[src/rtl/dbg_lpstat_pkg.sv]
package dbg_lpstat_pkg;
   // status word bit positions, decoded by the debugger
   localparam int RET_EXIT_BIT  = 9;
   localparam int LOSS_EXIT_BIT = 10;
   localparam int HALT_BIT      = 16;
   localparam int DSLEEP_BIT    = 17;
   localparam int SLEEP_BIT     = 18;
   localparam int STAT_TOP_BIT  = 18;

   // control word bit positions
   localparam int ACK_BIT       = 0;
   localparam int SYS_HOLD_BIT  = 1;
   localparam int CORE_HOLD_BIT = 2;
   localparam int CTRL_BITS     = 3;

   // exit flag indices
   localparam int FLAG_RET  = 0;
   localparam int FLAG_LOSS = 1;
   localparam int NFLAGS    = 2;

   typedef struct packed {
      logic halted;
      logic sleeping;
      logic deepsleep;
   } core_state_t;
endpackage

[src/rtl/dbg_lpstat_sticky.sv]
module dbg_lpstat_sticky #(
   parameter int NFLAG = 2
) (
   input  logic             clk,
   input  logic             por_n,
   input  logic             dbg_clr,
   input  logic [NFLAG-1:0] set_pulse,
   input  logic             ack,
   output logic [NFLAG-1:0] flags
);
   // set wins over acknowledge so that no exit event is lost
   for (genvar g = 0; g < NFLAG; g++) begin : g_flag
      always_ff @(posedge clk or negedge por_n) begin
         if (!por_n)
            flags[g] <= 1'b0;
         else if (dbg_clr)
            flags[g] <= 1'b0;
         else if (set_pulse[g])
            flags[g] <= 1'b1;
         else if (ack)
            flags[g] <= 1'b0;
      end
   end
endmodule

[src/rtl/dbg_lpstat_ctrl.sv]
module dbg_lpstat_ctrl (
   input  logic clk,
   input  logic por_n,
   input  logic dbg_clr,
   input  logic wr_en,
   input  logic wr_ack,
   input  logic wr_sys_hold,
   input  logic wr_core_hold,
   output logic ack_pulse,
   output logic sys_hold,
   output logic core_hold
);
   // the acknowledge is a strobe only: it has no storage
   assign ack_pulse = wr_en & wr_ack;

   always_ff @(posedge clk or negedge por_n) begin
      if (!por_n) begin
         sys_hold  <= 1'b0;
         core_hold <= 1'b0;
      end else if (dbg_clr) begin
         sys_hold  <= 1'b0;
         core_hold <= 1'b0;
      end else if (wr_en) begin
         sys_hold  <= wr_sys_hold;
         core_hold <= wr_core_hold;
      end
   end
endmodule

[src/rtl/dbg_lpstat_rdmux.sv]
module dbg_lpstat_rdmux
   import dbg_lpstat_pkg::*;
#(
   parameter int          DATA_W    = 32,
   parameter int          ADDR_W    = 2,
   parameter logic [ADDR_W-1:0] STAT_ADDR = '0,
   parameter logic [ADDR_W-1:0] CTRL_ADDR = 1
) (
   input  logic [ADDR_W-1:0] addr,
   input  logic [NFLAGS-1:0] flags,
   input  core_state_t       core_st,
   input  logic              sys_hold,
   input  logic              core_hold,
   output logic [DATA_W-1:0] rdata
);
   logic [DATA_W-1:0] stat_word;
   logic [DATA_W-1:0] ctrl_word;

   // bit-level assembly; unlisted bits are tied to 0
   for (genvar b = 0; b < DATA_W; b++) begin : g_bit
      if (b == RET_EXIT_BIT) begin : g_ret
         assign stat_word[b] = flags[FLAG_RET];
      end else if (b == LOSS_EXIT_BIT) begin : g_loss
         assign stat_word[b] = flags[FLAG_LOSS];
      end else if (b == HALT_BIT) begin : g_halt
         assign stat_word[b] = core_st.halted;
      end else if (b == DSLEEP_BIT) begin : g_dsl
         assign stat_word[b] = core_st.deepsleep;
      end else if (b == SLEEP_BIT) begin : g_slp
         assign stat_word[b] = core_st.sleeping;
      end else begin : g_rsv
         assign stat_word[b] = 1'b0;
      end

      if (b == SYS_HOLD_BIT) begin : g_csys
         assign ctrl_word[b] = sys_hold;
      end else if (b == CORE_HOLD_BIT) begin : g_ccore
         assign ctrl_word[b] = core_hold;
      end else begin : g_crsv
         assign ctrl_word[b] = 1'b0;
      end
   end

   always_comb begin
      rdata = '0;
      if (addr == STAT_ADDR)      rdata = stat_word;
      else if (addr == CTRL_ADDR) rdata = ctrl_word;
   end
endmodule

[src/rtl/dbg_lpstat_reg.sv]
module dbg_lpstat_reg
   import dbg_lpstat_pkg::*;
#(
   parameter int                DATA_W    = 32,
   parameter int                ADDR_W    = 2,
   parameter logic [ADDR_W-1:0] STAT_ADDR = '0,
   parameter logic [ADDR_W-1:0] CTRL_ADDR = 1
) (
   input  logic              clk,
   input  logic              por_n,
   input  logic              dbg_rst_req,
   input  logic [ADDR_W-1:0] bus_addr,
   input  logic              bus_wr,
   input  logic [DATA_W-1:0] bus_wdata,
   output logic [DATA_W-1:0] bus_rdata,
   input  logic              ret_exit_pulse,
   input  logic              loss_exit_pulse,
   input  logic              core_halted,
   input  logic              core_sleeping,
   input  logic              core_deepsleep,
   input  logic              sw_sysreset_req,
   output logic              sys_reset_out,
   output logic              core_reset_out
);
   if (DATA_W <= STAT_TOP_BIT) begin : g_chk_width
      $error("dbg_lpstat_reg: DATA_W must exceed the top status bit");
   end
   if (STAT_ADDR == CTRL_ADDR) begin : g_chk_addr
      $error("dbg_lpstat_reg: status and control addresses must differ");
   end

   logic              ctrl_wr;
   logic              ack_pulse;
   logic              sys_hold;
   logic              core_hold;
   logic [NFLAGS-1:0] exit_set;
   logic [NFLAGS-1:0] flags;
   core_state_t       core_st;
   logic              unused_wdata;

   assign ctrl_wr      = bus_wr & (bus_addr == CTRL_ADDR);
   assign unused_wdata = ^bus_wdata[DATA_W-1:CTRL_BITS];

   assign exit_set[FLAG_RET]  = ret_exit_pulse;
   assign exit_set[FLAG_LOSS] = loss_exit_pulse;

   assign core_st.halted    = core_halted;
   assign core_st.sleeping  = core_sleeping;
   assign core_st.deepsleep = core_deepsleep;

   dbg_lpstat_ctrl u_ctrl (
      .clk          (clk),
      .por_n        (por_n),
      .dbg_clr      (dbg_rst_req),
      .wr_en        (ctrl_wr),
      .wr_ack       (bus_wdata[ACK_BIT]),
      .wr_sys_hold  (bus_wdata[SYS_HOLD_BIT]),
      .wr_core_hold (bus_wdata[CORE_HOLD_BIT]),
      .ack_pulse    (ack_pulse),
      .sys_hold     (sys_hold),
      .core_hold    (core_hold)
   );

   dbg_lpstat_sticky #(.NFLAG(NFLAGS)) u_sticky (
      .clk       (clk),
      .por_n     (por_n),
      .dbg_clr   (dbg_rst_req),
      .set_pulse (exit_set),
      .ack       (ack_pulse),
      .flags     (flags)
   );

   dbg_lpstat_rdmux #(
      .DATA_W    (DATA_W),
      .ADDR_W    (ADDR_W),
      .STAT_ADDR (STAT_ADDR),
      .CTRL_ADDR (CTRL_ADDR)
   ) u_rdmux (
      .addr      (bus_addr),
      .flags     (flags),
      .core_st   (core_st),
      .sys_hold  (sys_hold),
      .core_hold (core_hold),
      .rdata     (bus_rdata)
   );

   assign sys_reset_out  = sys_hold | sw_sysreset_req;
   assign core_reset_out = core_hold;
endmodule

[config.mk]
export PLATFORM = sky130hd
export DESIGN_NAME = dbg_lpstat_reg
export DESIGN_NICKNAME = d
export VERILOG_FILES = /design/src/rtl/dbg_lpstat_pkg.sv /design/src/rtl/dbg_lpstat_sticky.sv /design/src/rtl/dbg_lpstat_ctrl.sv /design/src/rtl/dbg_lpstat_rdmux.sv /design/src/rtl/dbg_lpstat_reg.sv
export SDC_FILE = /design/constraint.sdc
export NUM_CORES = 1
export LEC_CHECK = 0
export CAP_MARGIN = 25
export CORE_UTILIZATION = 21
export CTS_CLUSTER_DIAMETER = 50
export DETAILED_ROUTE_END_ITERATION = 8
export MAX_ROUTING_LAYER = met4
export PLACE_DENSITY = 0.87
export SETUP_SLACK_MARGIN = 0.2
export SLEW_MARGIN = 5
export SYNTH_ARGS = -nofsm -noshare
export SYNTH_HDL_FRONTEND = slang
export SYNTH_SLANG_ARGS = --single-unit
[constraint.sdc]
create_clock -name clk -period 0.8 [get_ports clk]
set_input_delay 0.08 -clock clk [delete_from_list [all_inputs] [get_ports clk]]
set_output_delay 0.08 -clock clk [all_outputs]
set_load 0.01 [all_outputs]
# --- Word level (Yosys, flattened, before mapping) ---
# Cells that the tools add are included.
word_totals:
  register_bits: 4
  inputBits: 44
  out_inout_bits: 34
  wordCells: 23
op_classes:
  n_eq_ne: 1
  mux: 11
  bitwise_logic: 3
  reduce_logical: 4
op_table:
  columns: ["operator", "n"]
  rows:
  - ["$mux 32", 1]
  - ["$mux 1", 9]
  - ["$reduce_bool 3->1", 2]
  - ["$mux 3", 1]
  - ["$and 1x1->1", 2]
  - ["$eq 2x1->1 const B", 1]
  - ["$logic_not 2->1", 1]
  - ["$reduce_bool 2->1", 1]
  - ["$or 1x1->1", 1]

# --- Logic depth before layout (Yosys ltp) ---
depth:
  word_depth: 6
  mapped_depth: 2
  depth_no_buf: 2

# --- Cells and area by module ---
# Synthesis repeated with hierarchy kept, for this count alone.
unflattened:
  hier_cells: 50
  area_unflattened_um2: 426.7
by_module_without_submodules:
  columns: ["module", "instances", "cells_per_inst", "area_per_inst_um2", "seq_area_each_um2"]
  rows:
  - ["dbg_lpstat_rdmux", 1, 33, 246.5, 0.0]
  - ["dbg_lpstat_ctrl", 1, 7, 85.1, 50.0]
  - ["dbg_lpstat_sticky", 1, 8, 80.1, 50.0]
  - ["dbg_lpstat_reg", 1, 2, 15.0, 0.0]

# --- Worst setup path after synthesis ---
# OpenSTA, ideal clock, no wires.
synth_timing:
  path_type: "register to output"
  start: "register u_ctrl.sys_hold"
  end: "output sys_reset_out"
  t_arrival_ps: 673
  required_time_ps: 720
  path_slack_ps: 47
  path_stages_with_launch: 2
  n_path_buf: 0
  path_cell_list: "dfrtp_1 or2_2"
synth_via:
  elab_chain_cells: 1
synth_lines:
  columns: ["element", "line_no", "source"]
  rows:
  - ["from (decl)", "dbg_lpstat_ctrl.sv:10", "output logic sys_hold,"]
  - ["from (signal assigned)", "dbg_lpstat_ctrl.sv:24", "sys_hold <= wr_sys_hold;"]
  - ["$or 1x1->1", "dbg_lpstat_reg.sv:87", "assign sys_reset_out = sys_hold | sw_sysreset_req;"]
  - ["to (decl)", "dbg_lpstat_reg.sv:22", "output logic sys_reset_out,"]
# No other way between the ends.

# --- Final worst setup path ---
# Same ends and word-level chain as after synthesis.

==> impl_metrics.toml <==
[logic_synthesis]
synth_area_per_cell_um2 = 8.52
synth-seq-cells = 4
syn-instance-count = 53
synthDistinctLibCells = 12
synth.cell_area_um2 = 452
ys_warn_count = 0
ys_seq_area_share_pct = 22.2

[global_routing]
grt_usage_pct = 7.71
largest_net_degree_at_the_start_of_global_routing = 9
first_global_vias = 288
grt_remaining_overflow = 0
grt_first_pass_wirelength_um = 1260
number_of_antenna_violations_at_the_first_check_in_global_routing = 0

[layout]
stdcell_area_um2 = 743
area_growth_from_synthesis_to_layout_pct = 64.5
fin_nets = 132
fill_cells = 218
post-route-util_pct = 37.5
antennaDiodeCount = 0
drive_above_1_share_pct = 37.2

[floorplan]
die_width_um = 48.4
io-pin-count = 78
fp-row-count = 16
floorplan.die_area_um2 = 2340
core-area_um2 = 1980
effective_utilization_at_floorplan_pct = 22.8
die_h_um = 48.4

[clock_network]
clk_transition_reported_paths_ns = 0.04
cts_buffers = 3
cts_tree = "yes"
clock_path_buffers = 2
ctsHtreeMaxLevel = 1
clk_latency_ns = 0.23
cts_num_sinks = 4
cts_root_buf = "sky130_fd_sc_hd__clkbuf_4"

[power]
worst_ir_drop_vdd_v = 0.000638
p_per_area_nw_per_um2 = 976
fin_total_pwr_w = 0.000726
power.leakage_nw = 0.405

[sta]
grt_setup_unrepaired = "yes"
period_needed_ns = 1.05
postLayoutSetupSlackWorst_ns = -0.249
timing_hold_violations_final = 0
fmax_mhz = 953
post-route-period-util_pct = 131
setup_violations = 8
worst_case_clock_skew_ns = 0
finalMaxSlewViolations = 0
fin_setup_tns_ns = -1.30
holdWs_ns = 0.0659

[setup_path]
signal_arrival_time_at_the_worst_endpoint_ns = 0.97
cp_endpoint_kind = "primary output"
crit_path_top_delay_cell = "sky130_fd_sc_hd__dfrtp_1"
critPathMaxFanout = 3
worst-r2r-setup-slack_ns = -0.17
crit_path_max_incr_delay_ns = 0.38
r2r_start = "u_ctrl.sys_hold"
endpoint = "sys_reset_out"
crit_path_start_kind = "flop"
ff2ff_path_depth = 5
timing.critical_path.required_ns = 0.72
crit_path_start = "u_ctrl.sys_hold"
critical_path.cell_chain = "or2_4, buf_6"
worstReg2RegEnd = "u_ctrl.sys_hold"
worst-setup-path-type = "reg2out"

[job]
cap_violations = 0

[detailed_routing]
avgRoutedWirePerCell_um = 8.75
detail-route-antenna-nets = 0
detail_route.drc_violations = 0
finalWirelength_um = 989
detail_route.iter0.violations = 3
via_total_after_detailed_routing = 394
pre_antenna_drt_iters = 2
post_drt_via_cell_ratio = 3.49

[placement]
rd_place_congestion = 0.755
numPortBuffers = 23
hpwl_um = 736
placedInstanceArea_um2 = 651

[status]
outcome = "finished, violations left"
violated_checks = "negative setup slack"

[min_path]
worstHoldPathType = "in2async"
==> timing repair <==
action,in CTS,in global routing
hold buffers,0,0
buffers inserted,3,1
gates resized for setup,64,9
endpoints found under the setup margin,13,13
pin swaps,7,5
==> cells by family after synthesis <==
logic type	count (synthesis)	share of synthesized area (%)
compound gates	2	2.77
buf+inv	27	43.2
flops	4	22.2
mux	2	4.43
other cells	1	0.830
simple gates	17	26.6
==> worst min path at each step <==
stage	from	endpoint	slack [ns]	cells after the start
finish	por_n	u_ctrl.sys_hold	0.07	1
detailed placement	por_n	u_sticky.flags[1]	0.32	1
floorplan	por_n	u_ctrl.core_hold	-0.22	0
CTS	por_n	u_ctrl.sys_hold	0.07	1
global placement	por_n	u_sticky.flags[1]	0.30	1
global route	por_n	u_ctrl.sys_hold	0.07	1
==> layout make-up <==
cell class	instances	area (µm²)	share of cell area, %
inverter	2	7.51	1.01
timing repair buffer	31	309	41.6
tap	27	33.8	4.55
sequential	4	100	13.5
multi-input combinational	46	270	36.4
clock buffer	3	22.5	3.03
==> critical path: cells and delay by family, from the launching register on <==
kind,cells,cell delay (ns)
AND/OR/NAND/NOR,1,0.24
buffers and inverters,1,0.12
flip-flops,1,0.38
==> state kept, by name, summed over array words and instances, names as in the netlist <==
register and count:
u_ctrl.core_hold 1, u_ctrl.sys_hold 1, u_sticky.flags 2
==> synth_stat cells <==
library cell               count  area share [%]
sky130_fd_sc_hd__buf_4        25              42
sky130_fd_sc_hd__nand2b_1      6             8.3
sky130_fd_sc_hd__and2_1        5             6.9
sky130_fd_sc_hd__dfrtp_1       4              22
sky130_fd_sc_hd__and3b_2       3             6.6
sky130_fd_sc_hd__inv_1         2             1.7
sky130_fd_sc_hd__mux2i_1       2             4.4
sky130_fd_sc_hd__o22ai_1       2             2.8
sky130_fd_sc_hd__and4b_2       1             2.5
sky130_fd_sc_hd__conb_1        1            0.83
sky130_fd_sc_hd__nor2_1        1            0.83
sky130_fd_sc_hd__or2_2         1             1.4
==> metal layers <==
metal | part of all wire, % | up-vias | GRT usage [%]
met2 | 59 | 27 | 12.7
met5 | 0 | - | -
met4 | 2.1 | 0 | 2.94
met1 | 30 | 181 | 7.54
li1 | - | 184 | -
met3 | 9.1 | 2 | 4.40
==> layout by cell type (no fill, tap or decap), drive strengths merged <==
master	n
or2	1
conb	25
and3b	3
buf	19
and4b	1
clkbuf	3
dlygate4sd2	3
dfrtp	4
and2	5
dlymetal6s2s	1
inv	2
o22ai	2
mux2i	2
clkdlybuf4s50	6
nand2b	6
nor2	1
clkdlybuf4s15	2
==> per-stage QoR <==
| stage | setup WS, ns | std cells |
|---|---|---|
| after floorplan | 0.0959 | 77 |
| after global placement | -0.711 | 106 |
| after detailed placement | -0.716 | 106 |
| after CTS | -0.256 | 112 |
| after global routing | -0.285 | 113 |
| final | -0.249 | 113 |
==> power breakdown <==
part           switching [W]  internal [W]
clock              0.0000756      0.000167
combinational       0.000120      0.000140
sequential        0.00000678      0.000216
total               0.000202      0.000524
Power figures use the tool's default switching activity.
